`src/rtl/acc_core_pkg.sv`:
```
package acc_core_pkg;

   localparam int BYTE_W = 8;

   localparam logic [BYTE_W-1:0] OPC_NOP   = 8'h00;
   localparam logic [BYTE_W-1:0] OPC_CLR   = 8'hAF;
   localparam logic [BYTE_W-1:0] OPC_INC   = 8'h3C;
   localparam logic [BYTE_W-1:0] OPC_ADDI  = 8'hC6;
   localparam logic [BYTE_W-1:0] OPC_LOAD  = 8'h3A;
   localparam logic [BYTE_W-1:0] OPC_STORE = 8'h32;
   localparam logic [BYTE_W-1:0] OPC_JUMP  = 8'hC3;

   typedef enum logic [2:0] {
      K_NOP, K_CLR, K_INC, K_ADD, K_LOAD, K_STORE, K_JUMP
   } kind_t;

   // machine cycle being run: opcode fetch, byte two, byte three, data access
   typedef enum logic [1:0] {
      PH_OP, PH_LO, PH_HI, PH_DATA
   } phase_t;

endpackage

```
`src/rtl/acc_decode.sv`:
```
module acc_decode
   import acc_core_pkg::*;
(
   input  logic [BYTE_W-1:0] opcode,
   output kind_t             kind
);

   always_comb begin
      case (opcode)
         OPC_CLR:   kind = K_CLR;
         OPC_INC:   kind = K_INC;
         OPC_ADDI:  kind = K_ADD;
         OPC_LOAD:  kind = K_LOAD;
         OPC_STORE: kind = K_STORE;
         OPC_JUMP:  kind = K_JUMP;
         default:   kind = K_NOP;   // anything else runs as a no-op
      endcase
   end

endmodule

```
`src/rtl/acc_alu.sv`:
```
module acc_alu
   import acc_core_pkg::*;
(
   input  kind_t             kind,
   input  logic [BYTE_W-1:0] a_in,
   input  logic [BYTE_W-1:0] operand,
   output logic [BYTE_W-1:0] result,
   output logic              carry,
   output logic              zero
);

   logic [BYTE_W:0] sum;

   always_comb begin
      case (kind)
         K_INC:   sum = {1'b0, a_in} + (BYTE_W+1)'(1);
         K_ADD:   sum = {1'b0, a_in} + {1'b0, operand};
         K_CLR:   sum = {1'b0, a_in ^ a_in};
         default: sum = {1'b0, a_in};
      endcase
      result = sum[BYTE_W-1:0];
      carry  = sum[BYTE_W];
      zero   = (sum[BYTE_W-1:0] == '0);
   end

endmodule

```
`src/rtl/acc_cycle_timer.sv`:
```
module acc_cycle_timer #(
   parameter int CYC_CLKS = 2
) (
   input  logic clk,
   input  logic rst_n,
   input  logic hold,
   output logic first_o,
   output logic last_o
);

   localparam int CNT_W = (CYC_CLKS > 1) ? $clog2(CYC_CLKS) : 1;
   localparam bit POW2  = ((CYC_CLKS & (CYC_CLKS - 1)) == 0);

   if (CYC_CLKS < 2) begin : g_bad_len
      $error("acc_cycle_timer: CYC_CLKS must be at least 2");
   end

   logic [CNT_W-1:0] cnt_q;

   assign first_o = (cnt_q == '0);
   assign last_o  = (cnt_q == CNT_W'(CYC_CLKS - 1));

   if (POW2) begin : g_wrap
      always_ff @(posedge clk) begin
         if (!rst_n)     cnt_q <= '0;
         else if (!hold) cnt_q <= cnt_q + 1'b1;
      end
   end else begin : g_cmp
      always_ff @(posedge clk) begin
         if (!rst_n)      cnt_q <= '0;
         else if (!hold)  cnt_q <= last_o ? '0 : cnt_q + 1'b1;
      end
   end

   // a finished machine cycle always restarts at its first clock
   p_cycle_restart_r2: assert property (@(posedge clk) disable iff (!rst_n)
      last_o |=> first_o);

endmodule

```
`src/rtl/acc_core.sv`:
```
module acc_core
   import acc_core_pkg::*;
#(
   parameter int                 ADDR_W   = 16,
   parameter int                 CYC_CLKS = 2,
   parameter logic [ADDR_W-1:0]  RESET_PC = 16'h8200
) (
   input  logic              clk,
   input  logic              rst_n,
   input  logic              step_en,
   input  logic              step,
   output logic [ADDR_W-1:0] mem_addr,
   output logic              mem_rd,
   output logic              mem_wr,
   output logic [7:0]        mem_wdata,
   input  logic [7:0]        mem_rdata,
   output logic [7:0]        acc,
   output logic [ADDR_W-1:0] pc,
   output logic              flag_z,
   output logic              flag_c
);

   localparam int HALF_W = ADDR_W / 2;

   if (ADDR_W != 2 * BYTE_W) begin : g_bad_addr
      $error("acc_core: ADDR_W must be two bytes wide");
   end

   phase_t              phase_q;
   kind_t               ir_q;
   kind_t               dec_kind;
   kind_t               alu_kind;
   logic [BYTE_W-1:0]   acc_q, w_q, z_q;
   logic [ADDR_W-1:0]   pc_q;
   logic                fz_q, fc_q;
   logic                cyc_first, cyc_last, stall;
   logic [BYTE_W-1:0]   alu_res;
   logic                alu_c, alu_z;
   logic                is_write;

   acc_decode u_dec (
      .opcode (mem_rdata),
      .kind   (dec_kind)
   );

   assign alu_kind = (phase_q == PH_OP) ? dec_kind : ir_q;

   acc_alu u_alu (
      .kind    (alu_kind),
      .a_in    (acc_q),
      .operand (mem_rdata),
      .result  (alu_res),
      .carry   (alu_c),
      .zero    (alu_z)
   );

   // park at the first clock of an opcode fetch until released
   assign stall = step_en && !step && (phase_q == PH_OP) && cyc_first;

   acc_cycle_timer #(.CYC_CLKS(CYC_CLKS)) u_tmr (
      .clk     (clk),
      .rst_n   (rst_n),
      .hold    (stall),
      .first_o (cyc_first),
      .last_o  (cyc_last)
   );

   assign is_write  = (phase_q == PH_DATA) && (ir_q == K_STORE);
   assign mem_addr  = (phase_q == PH_DATA) ? {w_q, z_q} : pc_q;
   assign mem_rd    = rst_n && !stall && !is_write;
   assign mem_wr    = rst_n && is_write;
   assign mem_wdata = acc_q;
   assign acc       = acc_q;
   assign pc        = pc_q;
   assign flag_z    = fz_q;
   assign flag_c    = fc_q;

   always_ff @(posedge clk) begin
      if (!rst_n) begin
         phase_q <= PH_OP;
         ir_q    <= K_NOP;
         acc_q   <= '0;
         w_q     <= '0;
         z_q     <= '0;
         pc_q    <= RESET_PC;
         fz_q    <= 1'b0;
         fc_q    <= 1'b0;
      end else if (cyc_last) begin
         case (phase_q)
            PH_OP: begin
               pc_q <= pc_q + ADDR_W'(1);
               ir_q <= dec_kind;
               case (dec_kind)
                  K_CLR, K_INC: begin
                     acc_q <= alu_res;
                     fz_q  <= alu_z;
                  end
                  K_ADD, K_LOAD, K_STORE, K_JUMP: phase_q <= PH_LO;
                  default: ;
               endcase
            end
            PH_LO: begin
               pc_q <= pc_q + ADDR_W'(1);
               z_q  <= mem_rdata;
               if (ir_q == K_ADD) begin
                  acc_q   <= alu_res;
                  fz_q    <= alu_z;
                  fc_q    <= alu_c;
                  phase_q <= PH_OP;
               end else begin
                  phase_q <= PH_HI;
               end
            end
            PH_HI: begin
               w_q <= mem_rdata;
               if (ir_q == K_JUMP) begin
                  pc_q    <= {mem_rdata, z_q};
                  phase_q <= PH_OP;
               end else begin
                  pc_q    <= pc_q + ADDR_W'(1);
                  phase_q <= PH_DATA;
               end
            end
            default: begin
               if (ir_q == K_LOAD) acc_q <= mem_rdata;
               phase_q <= PH_OP;
            end
         endcase
      end
   end

   // every completed opcode fetch moves the program counter by one
   p_fetch_advance_r3: assert property (@(posedge clk) disable iff (!rst_n)
      (phase_q == PH_OP && cyc_last) |=> pc_q == $past(pc_q) + ADDR_W'(1));

   // address and strobes are held for the whole machine cycle
   p_bus_hold_r2: assert property (@(posedge clk) disable iff (!rst_n)
      !cyc_first |-> ($stable(mem_addr) && $stable(mem_rd) && $stable(mem_wr)));

   // a jump lands on the two collected address bytes
   p_jump_dest_r9: assert property (@(posedge clk) disable iff (!rst_n)
      (phase_q == PH_HI && cyc_last && ir_q == K_JUMP)
      |=> pc_q == {$past(mem_rdata), z_q[HALF_W-1:0]});

   // increment wraps and leaves carry alone
   p_inc_wrap_r5: assert property (@(posedge clk) disable iff (!rst_n)
      (phase_q == PH_OP && cyc_last && dec_kind == K_INC)
      |=> (acc_q == $past(acc_q) + 8'd1) && $stable(fc_q));

   // a parked core does not move
   p_parked_r11: assert property (@(posedge clk) disable iff (!rst_n)
      stall |=> ($stable(pc_q) && phase_q == PH_OP));

endmodule

```
`config.mk`:
```
export PLATFORM = sky130hd
export DESIGN_NAME = acc_core
export DESIGN_NICKNAME = d
export VERILOG_FILES = /design/src/rtl/acc_core_pkg.sv /design/src/rtl/acc_decode.sv /design/src/rtl/acc_alu.sv /design/src/rtl/acc_cycle_timer.sv /design/src/rtl/acc_core.sv
export SDC_FILE = /design/constraint.sdc
export NUM_CORES = 1
export LEC_CHECK = 0
export ABC_AREA = 1
export BUFFER_PORTS_ARGS = -buffer_cell sky130_fd_sc_hd__buf_4
export CAP_MARGIN = 20
export CORE_MARGIN = 5
export CORE_UTILIZATION = 30
export DETAILED_ROUTE_END_ITERATION = 10
export HOLD_SLACK_MARGIN = 0.02
export SLEW_MARGIN = 40
export SYNTH_ARGS = -nofsm -noshare
export SYNTH_HDL_FRONTEND = slang
export SYNTH_SLANG_ARGS = --single-unit
```
`constraint.sdc`:
```
create_clock -name clk -period 3.1 [get_ports clk]
set_input_delay 0.62 -clock clk [delete_from_list [all_inputs] [get_ports clk]]
set_output_delay 0.62 -clock clk [all_outputs]
set_load 0.02 [all_outputs]
```
==> impl_metrics.csv <==
group,metric,value,unit
yosys,synth_top_area_share,30.6,%
sta,finalCritPeriodShare,92.0,%
yosys,synthFlopType,"dfxtp_1",
floorplan,core_area,0.0103,mm²
cts,clk_pin_slew_worst_paths,90,ps
global_route,grt_max_degree,34,
yosys,synth_fp_nets,508,
sta,finalHoldViolations,0,
yosys,ys_seq_elements,48,
worst_setup_path,cp_common_cell,"nor2_1",
worst_setup_path,reg2reg_depth,21,
hold_path,hold_path.class,"reg -> reg",
worst_setup_path,cp.required,3290,ps
power,max-vdd-ir-drop,0.000209,V
detailed_routing,viasPerCell,4.81,
detailed_routing,detail-route-antenna-nets,0,
cts,ctsHoldBuffers,0,
placement,port_buffers,63,
yosys,ys_top_cells_by_area,"dfxtp_1 (31%), nand2_1 (12%), o21ai_0 (10%), a21oi_1 (9.2%), inv_1 (6.7%)",
yosys,synth_cells,486,
global_route,grt_pass1_vias,3192,
power,powerDensity,320,mW/mm²
detailed_routing,drc,0,
sta,final_max_slew_viol_count,0,
yosys,synth_top_area_cell,"dfxtp_1",
hold_path,min-delay-start,"w_q[3]",
worst_setup_path,cp_top_family,"simple AND/OR/NAND/NOR gates",
sta,fmax,350,MHz
cts,root_buffer,"clkbuf_8",
sta,setup_viol,0,
yosys,syn_avg_cell_area,6.46,µm²
worst_setup_path,path_buf_inv,4,
cts,cts.sinks,48,
sta,period_needed,2850,ps
worst_setup_path,crit_path_end_kind,"flip-flop",
worst_setup_path,cp-start-kind,"input pin",
sta,rsz0062_at_grt,"false",
cts,cts_tree,"done",
yosys,yosysWarnings,0,
worst_setup_path,slowest_stage,"ha_1",
layout,area.growth.synth_to_final,28.8,%
global_route,grt_pass1_wl,15700,µm
yosys,synth_most_common_cell,"nand2_1",
sta,fin_setup_tns,0,ps
yosys,yosys.cell_types.count,37,
cts,clk_latency,300,ps
detailed_routing,dr.pass1.iters,5,
sta,worstMarginPinSlew,710,ps
detailed_routing,first_iter_violations,207,
detailed_routing,routed_wl,9490,µm
layout,antenna_cells,0,
worst_setup_path,worst_r2r_endpoint,"flag_z",
yosys,synth_commonest_cells,"nand2_1 (97), o21ai_0 (64), a21oi_1 (58)",
sta,slew_headroom,52.6,%
layout,layout-drive-gt1-share,22.3,%
hold_path,hold-path-endpoint,"w_q[3]",
worst_setup_path,slowest_delay,280,ps
layout,fin_nets,587,
global_route,grt-ovfl-total,0,
power,p_total,1300,µW
detailed_routing,via_count,3374,
cts,htree_levels,2,
yosys,ys_seq_area_share,30.6,%
worst_setup_path,worstSetupPathType,"in -> reg",
worst_setup_path,reg2reg_from,"phase_q[0]",
global_route,antenna_found_initial,0,
floorplan,io_pins,64,
cts,cts_setup_buffers,0,
worst_setup_path,crit_path_cell_trace,"buf_4 > inv_2 > nand2_1 > nor2_1 > nand2_1 > nand4_1 > nand3_4 > nor2_2 > inv_2 > nor2_1 > ha_1 > inv_1 > o21ai_0 > a31oi_1 > nor2_1 > nor2_1 > nand2_1 > nand2_1 > nor2_1 > nand2_1 > nor2_1 > nor2_1 > nor2_1",
yosys,async_reset_ff_share,0,%
detailed_routing,wl_per_cell,13.5,µm
cts,clockBufferDepth,2,
sta,layout_setup_ws,247,ps
hold_path,hold_path_depth,2,
placement,place_congestion,0.947,
placement,place_worst_setup_slack,-166,ps
worst_setup_path,path_max_fanout,7,
placement,dp_hpwl,7460,µm
floorplan,rows,37,
worst_setup_path,timing.reg2reg.setup_slack,340,ps
floorplan,start_util,30.6,%
power,leakagePower,0.00178,µW
yosys,synth_edf_count,0,
global_route,grt_use_total,14.9,%
yosys,synth.cell_area,0.00314,mm²
layout,fillers,1122,
cts,cts-buffers-inserted,5,
status,outcome,"completed",
worst_setup_path,critical_path_arrival,3050,ps
floorplan,die_w,112,µm
job,cap_violations,0,
sta,fin_skew,5.12,ps
layout,finish.utilization,39.3,%
cts,ctsResizeCount,0,
floorplan,die_y,112,µm
floorplan,dieArea,0.0126,mm²
[flip-flops by register name (all words and copies together) (netlist names)]
| name | flops |
|---|---|
| u_tmr.last_o | 1 |
| w_q | 8 |
| ir_q | 3 |
| phase_q | 2 |
| flag_z | 1 |
| z_q | 8 |
| pc | 16 |
| flag_c | 1 |
| acc | 8 |
[kinds of logic after synthesis]
kind of cell	after synthesis	synth area share [%]
flops	48	30.6
simple gates	183	25.2
compound gates	144	24.6
fa+ha+maj	10	4.22
xor+xnor	12	3.35
buf+inv	89	12.0
[power breakdown]
part,switching [µW],internal [µW]
clock,223,264
sequential,15.3,627
combinational,98.6,67.4
total,337,959
[stage by stage]
step                instances  cell area (µm²)  hold WS [ps]
floorplan                 486             3140           425
global placement          694             3910           434
detailed placement        694             3910           442
CTS                       702             4030           457
global route              702             4040           495
finish                    702             4040           452
[worst max-delay path by stage]
stage / cells after the start / from / slack (ps) / to
2_1_floorplan: 24 / mem_rdata[3] / 100 / flag_z
5_1_grt: 25 / mem_rdata[3] / 30 / flag_z
4_1_cts: 24 / mem_rdata[6] / 140 / flag_z
3_5_place_dp: 24 / mem_rdata[6] / -170 / flag_z
3_3_place_gp: 24 / mem_rdata[4] / -80 / flag_z
6_report: 23 / mem_rdata[0] / 250 / flag_z
[tightest hold or removal path, delay by kind of cell (launching register included)]
kind | cells | cell delay, ps
flip-flops | 1 | 310
buffers and inverters | 1 | 50
AO/OA/AOI/OAI | 1 | 50
[layer usage]
| metal | global-route usage, % | part of all wire [%] | vias to the layer above |
|---|---|---|---|
| met3 | 3.18 | 4.8 | 10 |
| met1 | 19.2 | 47 | 1524 |
| met4 | 3.85 | 1.0 | 0 |
| met2 | 25.5 | 48 | 79 |
| li1 | - | - | 1761 |
| met5 | 0 | 0 | - |
[cells in the final DEF, fill, tap and decap left out, types with 2 or more instances in the layout]
cell type and count:
xor2_1 8, o21ai_0 64, clkbuf_8 6, xnor2_1 4, nor2_2 4, dfxtp_1 48, a211oi_1 5, o31ai_1 2
nand2_2 2, nand4_1 6, inv_2 7, a21oi_1 58, o21ai_1 2, nand3_1 21, buf_4 99, nand3_2 2
nor3_1 5, inv_1 54, o211ai_1 7, ha_1 9, nor2_1 39, nor2_4 2, o21bai_1 2, nand2_1 97
nor4_1 2
[layout make-up]
class	instances	area [µm²]	share of cell area, %
inverter	62	233	5.75
timing repair buffer	99	743	18.4
sequential	48	961	23.8
multi-input combinational	349	1820	44.9
tap	136	170	4.21
clock buffer	6	82.6	2.04
clock inverter	2	38.8	0.959
Note: power is estimated with default switching activity, not from simulation.
